## src/rtl/pwr_guard_pkg.sv

```systemverilog
package pwr_guard_pkg;

  // A hold interval is open while the elapsed count is below its limit.
  function automatic logic hold_open(input int unsigned elapsed, input int unsigned limit);
    return elapsed < limit;
  endfunction

  // Total edges from a clean supply rise until a hold releases.
  function automatic int unsigned release_edges(input int unsigned sync_depth,
                                                input int unsigned debounce,
                                                input int unsigned hold);
    return sync_depth + debounce + hold;
  endfunction

  function automatic int unsigned max2(input int unsigned a, input int unsigned b);
    return (a > b) ? a : b;
  endfunction

endpackage

```

## src/rtl/pwr_guard_sync.sv

```systemverilog
module pwr_guard_sync #(
  parameter int unsigned SYNC_STAGES     = 2,
  parameter int unsigned DEBOUNCE_CYCLES = 16
) (
  input  logic clk,
  input  logic rst_n,
  input  logic raw_in,
  output logic sup_sync,
  output logic sup_trusted
);
  localparam int unsigned DB_W = $clog2(DEBOUNCE_CYCLES + 1);
  localparam logic [DB_W-1:0] DB_LAST = DB_W'(DEBOUNCE_CYCLES - 1);

  logic [SYNC_STAGES-1:0] chain;
  logic [DB_W-1:0]        stable_cnt;
  logic                   trusted_q;

  // Synchronizer chain; reset forces "supply bad".
  always_ff @(posedge clk or negedge rst_n) begin
    if (!rst_n) chain <= '0;
    else        chain <= {chain[SYNC_STAGES-2:0], raw_in};
  end

  assign sup_sync = chain[SYNC_STAGES-1];

  // A low sample distrusts at once; a high run must reach DEBOUNCE_CYCLES.
  always_ff @(posedge clk or negedge rst_n) begin
    if (!rst_n) begin
      stable_cnt <= '0;
      trusted_q  <= 1'b0;
    end else if (!sup_sync) begin
      stable_cnt <= '0;
      trusted_q  <= 1'b0;
    end else if (!trusted_q) begin
      if (stable_cnt == DB_LAST) trusted_q <= 1'b1;
      else                       stable_cnt <= stable_cnt + 1'b1;
    end
  end

  assign sup_trusted = trusted_q;

  initial begin
    a_sync_depth_r2: assert (SYNC_STAGES >= 2)
      else $error("synchronizer needs at least two stages");
  end

  // a bad synchronized sample removes trust on the next edge.
  p_fail_untrusts_r2: assert property (@(posedge clk) disable iff (!rst_n)
    !sup_sync |=> !sup_trusted);

  // trust only appears after a good synchronized sample.
  p_trust_needs_good_r5: assert property (@(posedge clk) disable iff (!rst_n)
    $rose(sup_trusted) |-> $past(sup_sync));

endmodule

```

## src/rtl/pwr_guard_seq.sv

```systemverilog
module pwr_guard_seq #(
  parameter int unsigned WP_HOLD_CYCLES  = 12_500_000,
  parameter int unsigned RST_HOLD_CYCLES = 35_000_000
) (
  input  logic clk,
  input  logic rst_n,
  input  logic sup_sync,
  input  logic sup_trusted,
  output logic wp_hold,
  output logic rst_hold
);
  import pwr_guard_pkg::*;

  localparam int unsigned HOLD_MAX = max2(WP_HOLD_CYCLES, RST_HOLD_CYCLES);
  localparam int unsigned CNT_W    = $clog2(HOLD_MAX + 1);
  localparam logic [CNT_W-1:0] CNT_TOP = CNT_W'(HOLD_MAX);

  logic [CNT_W-1:0] elapsed;

  // One elapsed-time counter from the moment of trust, saturating.
  always_ff @(posedge clk or negedge rst_n) begin
    if (!rst_n)                elapsed <= '0;
    else if (!sup_trusted)     elapsed <= '0;
    else if (elapsed != CNT_TOP) elapsed <= elapsed + 1'b1;
  end

  // The raw synchronized level also gates, so a failure acts without waiting for trust to drop.
  assign wp_hold  = !sup_sync || !sup_trusted || hold_open(32'(elapsed), WP_HOLD_CYCLES);
  assign rst_hold = !sup_sync || !sup_trusted || hold_open(32'(elapsed), RST_HOLD_CYCLES);

  // while trusted, the counter steps by one or sits at its top.
  p_cnt_step_r6: assert property (@(posedge clk) disable iff (!rst_n)
    (sup_trusted && $past(sup_trusted)) |->
      (elapsed == $past(elapsed) + 1'b1 || elapsed == CNT_TOP));

  // losing trust restarts the elapsed count.
  p_restart_r8: assert property (@(posedge clk) disable iff (!rst_n)
    !sup_trusted |=> elapsed == '0);

  generate
    if (WP_HOLD_CYCLES <= RST_HOLD_CYCLES) begin : g_order
      // reset is never released while write protection still holds.
      p_rst_covers_wp_r7: assert property (@(posedge clk) disable iff (!rst_n)
        !rst_hold |-> !wp_hold);
    end
  endgenerate

endmodule

```

## src/rtl/pwr_guard_gate.sv

```systemverilog
module pwr_guard_gate #(
  parameter int unsigned N_STROBES = 2
) (
  input  logic                 clk,
  input  logic                 rst_n,
  input  logic                 protect,
  input  logic [N_STROBES-1:0] host_n,
  output logic [N_STROBES-1:0] gated_n
);
  // Each active-low strobe is forced inactive while protected, combinationally.
  for (genvar i = 0; i < N_STROBES; i++) begin : g_strobe
    assign gated_n[i] = host_n[i] | protect;
  end

  // while protected, every memory strobe is inactive.
  p_block_r3: assert property (@(posedge clk) disable iff (!rst_n)
    protect |-> (&gated_n));

  // without protection, strobes follow the host.
  p_pass_r9: assert property (@(posedge clk) disable iff (!rst_n)
    !protect |-> (gated_n == host_n));

endmodule

```

## src/rtl/pwr_guard.sv

```systemverilog
module pwr_guard #(
  parameter int unsigned SYNC_STAGES     = 2,
  parameter int unsigned DEBOUNCE_CYCLES = 16,
  parameter int unsigned WP_HOLD_CYCLES  = 12_500_000,
  parameter int unsigned RST_HOLD_CYCLES = 35_000_000
) (
  input  logic clk,
  input  logic rst_n,
  input  logic supply_ok_raw,
  input  logic host_ce_n,
  input  logic host_we_n,
  output logic mem_ce_n,
  output logic mem_we_n,
  output logic rst_pull_en,
  output logic wp_active
);
  logic       sup_sync;
  logic       sup_trusted;
  logic       wp_hold;
  logic       rst_hold;
  logic [1:0] gated_n;

  pwr_guard_sync #(
    .SYNC_STAGES    (SYNC_STAGES),
    .DEBOUNCE_CYCLES(DEBOUNCE_CYCLES)
  ) u_sync (
    .clk        (clk),
    .rst_n      (rst_n),
    .raw_in     (supply_ok_raw),
    .sup_sync   (sup_sync),
    .sup_trusted(sup_trusted)
  );

  pwr_guard_seq #(
    .WP_HOLD_CYCLES (WP_HOLD_CYCLES),
    .RST_HOLD_CYCLES(RST_HOLD_CYCLES)
  ) u_seq (
    .clk        (clk),
    .rst_n      (rst_n),
    .sup_sync   (sup_sync),
    .sup_trusted(sup_trusted),
    .wp_hold    (wp_hold),
    .rst_hold   (rst_hold)
  );

  pwr_guard_gate #(
    .N_STROBES(2)
  ) u_gate (
    .clk    (clk),
    .rst_n  (rst_n),
    .protect(wp_hold),
    .host_n ({host_we_n, host_ce_n}),
    .gated_n(gated_n)
  );

  assign mem_ce_n    = gated_n[0];
  assign mem_we_n    = gated_n[1];
  assign wp_active   = wp_hold;
  assign rst_pull_en = rst_hold;

  // a synchronized failure blocks a write and pulls reset in the same cycle.
  p_fail_cuts_write_r4: assert property (@(posedge clk) disable iff (!rst_n)
    !sup_sync |-> (mem_we_n && mem_ce_n && rst_pull_en));

  // reset is pulled whenever the supply is not yet trusted.
  p_pull_untrusted_r10: assert property (@(posedge clk) disable iff (!rst_n)
    !sup_trusted |-> rst_pull_en);

endmodule

```

## config.mk

```make
export PLATFORM = sky130hd
export DESIGN_NAME = pwr_guard
export DESIGN_NICKNAME = d
export VERILOG_FILES = /design/src/rtl/pwr_guard_pkg.sv /design/src/rtl/pwr_guard_sync.sv /design/src/rtl/pwr_guard_seq.sv /design/src/rtl/pwr_guard_gate.sv /design/src/rtl/pwr_guard.sv
export SDC_FILE = /design/constraint.sdc
export NUM_CORES = 1
export LEC_CHECK = 0
export BUFFER_PORTS_ARGS = -buffer_cell sky130_fd_sc_hd__buf_2
export CAP_MARGIN = 20
export CORE_ASPECT_RATIO = 1.2
export CORE_MARGIN = 2
export CORE_UTILIZATION = 30
export CTS_BUF_LIST = sky130_fd_sc_hd__clkbuf_4 sky130_fd_sc_hd__clkbuf_8 sky130_fd_sc_hd__clkbuf_16
export DETAILED_ROUTE_END_ITERATION = 8
export MAX_ROUTING_LAYER = met4
export PLACE_DENSITY_LB_ADDON = 0.08
export SETUP_SLACK_MARGIN = 0.1
export SLEW_MARGIN = 30
export SYNTH_ARGS = -nofsm -noshare
export SYNTH_HDL_FRONTEND = slang
export SYNTH_HIERARCHICAL = 1
export SYNTH_SLANG_ARGS = --single-unit
export TNS_END_PERCENT = 10
```

## constraint.sdc

```tcl
create_clock -name clk -period 2.27 [get_ports clk]
set_input_delay 0.227 -clock clk [delete_from_list [all_inputs] [get_ports clk]]
set_output_delay 0.227 -clock clk [all_outputs]
set_load 0.005 [all_outputs]
```

## Word-level counts from Yosys, hierarchy flattened

Index checks and enable logic that the tools add are counted.

- Flip-flop bits (word level): 34
- Input bits: 5
- Output and inout port bits: 4
- Logic and storage cells: 29

- $add $sub $neg: 2
- Order comparisons: 2
- Equality and inequality tests: 5
- Muxes and demuxes: 8
- Bitwise logic cells: 2
- Reductions and logical operators: 6

Operators with widths:

| kind | count |
|---|---|
| 26-bit 2-to-1 mux | 2 |
| 26-bit by 1-bit adder with 26-bit output, second input constant | 1 |
| 26-bit by 24-bit less-than comparator with 1-bit output, second input constant | 1 |
| 26-bit less-than comparator, second input constant | 1 |
| 26-bit != test, second input constant | 1 |
| 5-bit 2-to-1 mux | 3 |
| 5-bit by 1-bit adder with 5-bit output, second input constant | 1 |
| 5-bit by 4-bit equality test with 1-bit output, second input constant | 1 |
| 2-bit != test, second input constant | 2 |
| 1-bit logical OR | 3 |
| 1-bit 2-to-1 mux | 3 |
| 1-bit logical NOT | 2 |
| 2-bit by 1-bit != test with 1-bit output, second input constant | 1 |
| 1-bit bitwise OR | 2 |
| 2-bit AND reduction | 1 |

## Depth between registers and ports, before layout

- Depth in word-level cells: 4
- Gate-level depth with buffers: 6
- Gate-level depth less buffers: 6

## By module

The synthesis kept the hierarchy.

By module, submodules not included:

| module | times used | cells each | area an instance (um^2) | seq. area each (um^2) |
|---|---|---|---|---|
| pwr_guard_seq | 1 | 166 | 1545.2 | 650.6 |
| pwr_guard_sync | 1 | 28 | 355.3 | 200.2 |
| pwr_guard_gate | 1 | 2 | 12.5 | 0.0 |

## Worst setup path after synthesis

No wires, ideal clock.

- Kind: register to output
- From: reg u_seq.elapsed[8]
- To: out mem_ce_n
- Arrival: 1.577 ns
- Required time: 2.043 ns
- Slack: 0.466 ns
- Cell stages (with the launch flop): 6
- Path buffers: 0
- Cell sequence: dfrtp_1 or2_2 o41a_1 o21a_1 o21ai_0 or2_1

- Word-level cells in the longest chain between the ends: 3

RTL lines:

| what | RTL line | source |
|---|---|---|
| start: declaration | pwr_guard_seq.sv:18 | `logic [CNT_W-1:0] elapsed;` |
| start signal: assignment | pwr_guard_seq.sv:24 | `else if (elapsed != CNT_TOP) elapsed <= elapsed + 1'b1;` |
| 26-bit by 24-bit less-than comparator with 1-bit output | pwr_guard_pkg.sv:5 | `return elapsed < limit;` |
| 1-bit logical OR | pwr_guard_seq.sv:28 | `assign wp_hold = !sup_sync \|\| !sup_trusted \|\| hold_open(32'(elapsed), WP_HOLD_CYCLES);` |
| named net wp_active | pwr_guard.sv:15 | `output logic wp_active` |
| 1-bit bitwise OR | pwr_guard_gate.sv:12 | `assign gated_n[i] = host_n[i] \| protect;` |
| end: declaration | pwr_guard.sv:12 | `output logic mem_ce_n,` |

The timed path passes the listed nets, and every way through them passes these cells.

## Worst setup path in the final report

- From: reg u_seq.elapsed[5]
- To: out mem_ce_n

- Word-level cells in the longest chain between the ends: 3

RTL lines:

| what | RTL line |
|---|---|
| 26-bit by 24-bit less-than comparator with 1-bit output | pwr_guard_pkg.sv:5 |
| 1-bit logical OR | pwr_guard_seq.sv:28 |
| 1-bit bitwise OR | pwr_guard_gate.sv:12 |

No other way between the ends.

==> flow_summary.toml <==
[pwr]
ir_drop_v = 0.0001950
power_density_nw_per_um2 = 501.6
switchingPower_mw = 0.2454
cellLeakagePower_nw = 0.8754
clkPwrFrac_pct = 40.0
p_seq_share_pct = 57.6
combPwrFrac_pct = 2.4
internal_power_mw = 0.8260
switching_share_pct = 22.90

[cts]
cts-htree-levels = 2
clock_path_buffers = 2
cts_inserted_buffers = 5
clock_latency_ns = 0.29
clkTransAtPathRegs_ns = 0.08
clkSinkCount = 34
cts_hold_buf = 0
cts_root_buffer = "clkbuf_8"
cts_tree = "done"

[sta]
grt_setup_unrepaired = "yes"
finalSetupTns_ns = 0
tightest_slew_ns = 0.7934
setup_violations = 0
fin_crit_ns = 2.076
worst_hold_slack_ns = 0.02769
finalHoldViolCount = 0
slew_headroom_pct = 47.11
fin_ws_ns = 0.1941
fmaxAchievable_mhz = 481.7
slew_violations = 0
fin_crit_sh_pct = 91.45
finalClockSkew_ns = 0.007169

[placement]
gp_congestion = 0.7964
io_buffers = 8
place_hpwl_um = 3164
dpl_cell_area_sq_um = 2033
dp_slack_ns = 0.3045

[setup_path]
rr_endpoint = "u_seq/elapsed[20]"
ff2ff_path_depth = 4
cp-start-kind = "flop"
path_cells = "or2_2, o41a_1, o21a_1, o21ai_2, or2_1, buf_2"
worstSetupEndpointType = "output pin"
r2r_slack_ns = 0.39
arrival_ns = 1.85
slowest_delay_ns = 0.40
path_class = "reg -> out"
setup.worst_path.start = "u_seq/elapsed[5]"
crit_path_end = "mem_ce_n"
cp_max_fo = 3
cpMaxStageDelayCell = "dfrtp_1"
r2r-start = "u_seq/elapsed[6]"
crit_required_ns = 2.04

[global_routing]
grt_usage_pct = 14.29
grt_pass1_wl_um = 7755
antenna_found_initial = 0
grt_overflow = 0
grt_pass1_vias = 1600
grt_max_degree = 35

[logic_synthesis]
synthArstFlopShare_pct = 100.0
synthTopCellsByArea = "dfrtp_1 (44%), xor2_1 (6.0%), nand4_1 (4.3%)"
syn_inst = 196
synth_top_area_share_pct = 44.47
yosysTopAreaCell = "dfrtp_1"
synth_most_common_cell = "dfrtp_1"
syn_area_per_cell_sq_um = 9.761
syn_nets = 205
synth_cell_type_count = 43
synth_seq_cells = 34
yosys_warnings = 6
syn_area_sq_um = 1913
synth.yosys.seq_area_share_pct = 44.47
yosys_most_used_dff = "dfrtp_1"
synth_edf_count = 0
synth_top_cells_by_count = "dfrtp_1 (34), nand2_1 (15), nor2_1 (15), nand4_1 (13), xor2_1 (13)"

[routing]
drt_pass1_iterations = 4
avgRoutedWirePerCell_um = 15.38
drtIter0Drc = 35
vias = 1541
wirelength_um = 4445
ant_nets = 0
drc = 0
via_per_inst = 5.332

[worst_hold_path]
hold_class = "in -> async"

[final_layout]
antennaDiodeCount = 0
drive_gt1_share_pct = 15.94
final_core_util_pct = 35.07
final_nets = 216
post-route-cell-area_sq_um = 2136
layout-area-overhead-vs-synth_pct = 11.64

[run_status]
outcome = "complete, no violations"

[die]
io_pins = 9
fp.dieH_um = 91.48
start_util_pct = 31.42
row_count = 31
die_area_sq_um = 7035
fp.dieW_um = 76.90
coreArea_sq_um = 6090

[job]
maxCapViolations = 0
registers in the layout (all words and copies together) (netlist names):
| name | flops |
|---|---|
| u_sync/stable_cnt | 5 |
| u_sync/chain | 2 |
| u_sync/sup_trusted | 1 |
| u_seq/elapsed | 26 |
cell usage in the layout, fill, tap and decap left out, types with 2 or more instances in the layout:
cell,n
o21ai_0,4
mux2i_1,5
and4_1,4
o31ai_1,6
buf_4,6
inv_1,5
buf_2,8
nor2_1,15
nand2b_1,4
or3_1,3
dfrtp_1,33
and2_1,3
nand3_1,9
nand2_1,15
a21oi_1,11
nand4_1,13
clkbuf_8,5
and3_1,4
nor4_2,2
or2_1,2
or4_1,8
clkinv_2,2
ha_1,4
xor2_1,13
logic make-up after synthesis:
group | synth area share (%)
multiplexers | 2.616
flip-flops | 44.47
buffers and inverters | 4.120
adder cells (fa/ha/maj) | 2.616
AO/OA/AOI/OAI | 11.84
AND/OR/NAND/NOR | 28.38
XOR/XNOR | 5.952
area by class of cell:
type	count	area [sq um]
clock buffers	5	68.82
inverters	5	18.77
clock inverters	2	10.01
fillers	639	3954
repair buffers	14	85.08
flip-flops and latches	34	852.1
well taps	82	102.6
multi-input cells	147	998.5
power by group through the flow:
stage	sequential, mW	clock, mW	combinational [mW]
2_1_floorplan	0.628	0	0.00874
3_3_place_gp	0.629	0	0.0252
3_5_place_dp	0.630	0	0.0270
4_1_cts	0.618	0.450	0.0272
5_1_grt	0.618	0.476	0.0306
6_report	0.618	0.428	0.0254
worst max-delay path: cells and delay by family, from the launching register on:
kind	cells	cell delay (ns)
AOI/OAI and AO/OA	3	0.64
and+or+nand+nor	2	0.42
DFF	1	0.40
buffers and inverters	1	0.10
worst min-delay path by stage:
| stage | from | to |
|---|---|---|
| 3_3_place_gp | u_sync/chain[0] | u_sync/chain[1] |
| 4_1_cts | supply_ok_raw | u_sync/chain[0] |
| 2_1_floorplan | rst_n | u_seq/elapsed[0] |
| 6_report | rst_n | u_sync/stable_cnt[0] |
| 5_1_grt | supply_ok_raw | u_sync/chain[0] |
| 3_5_place_dp | supply_ok_raw | u_sync/chain[0] |
routing by layer:
| layer | up-vias | GRT usage [%] | share of wire (%) |
|---|---|---|---|
| met5 | - | - | 0 |
| met3 | 4 | 2.783 | 2.0 |
| met4 | 0 | 4.545 | 0.85 |
| met2 | 19 | 24.34 | 52 |
| met1 | 781 | 16.94 | 45 |
| li1 | 737 | - | - |
repair_timing:
action                     in CTS  in global routing
pin swaps                       0                  2
resized for setup               2                  4
setup endpoints to repair       4                  4
buffers inserted                0                  1
gates cloned                    0                  0
stage by stage:
stage / std cells / power, mW
final: 289 / 1.071
after global placement: 281 / 0.6543
after global routing: 289 / 1.125
after floorplan: 196 / 0.6364
after CTS: 288 / 1.095
after detailed placement: 281 / 0.6566
Power figures use the tool's default switching activity.
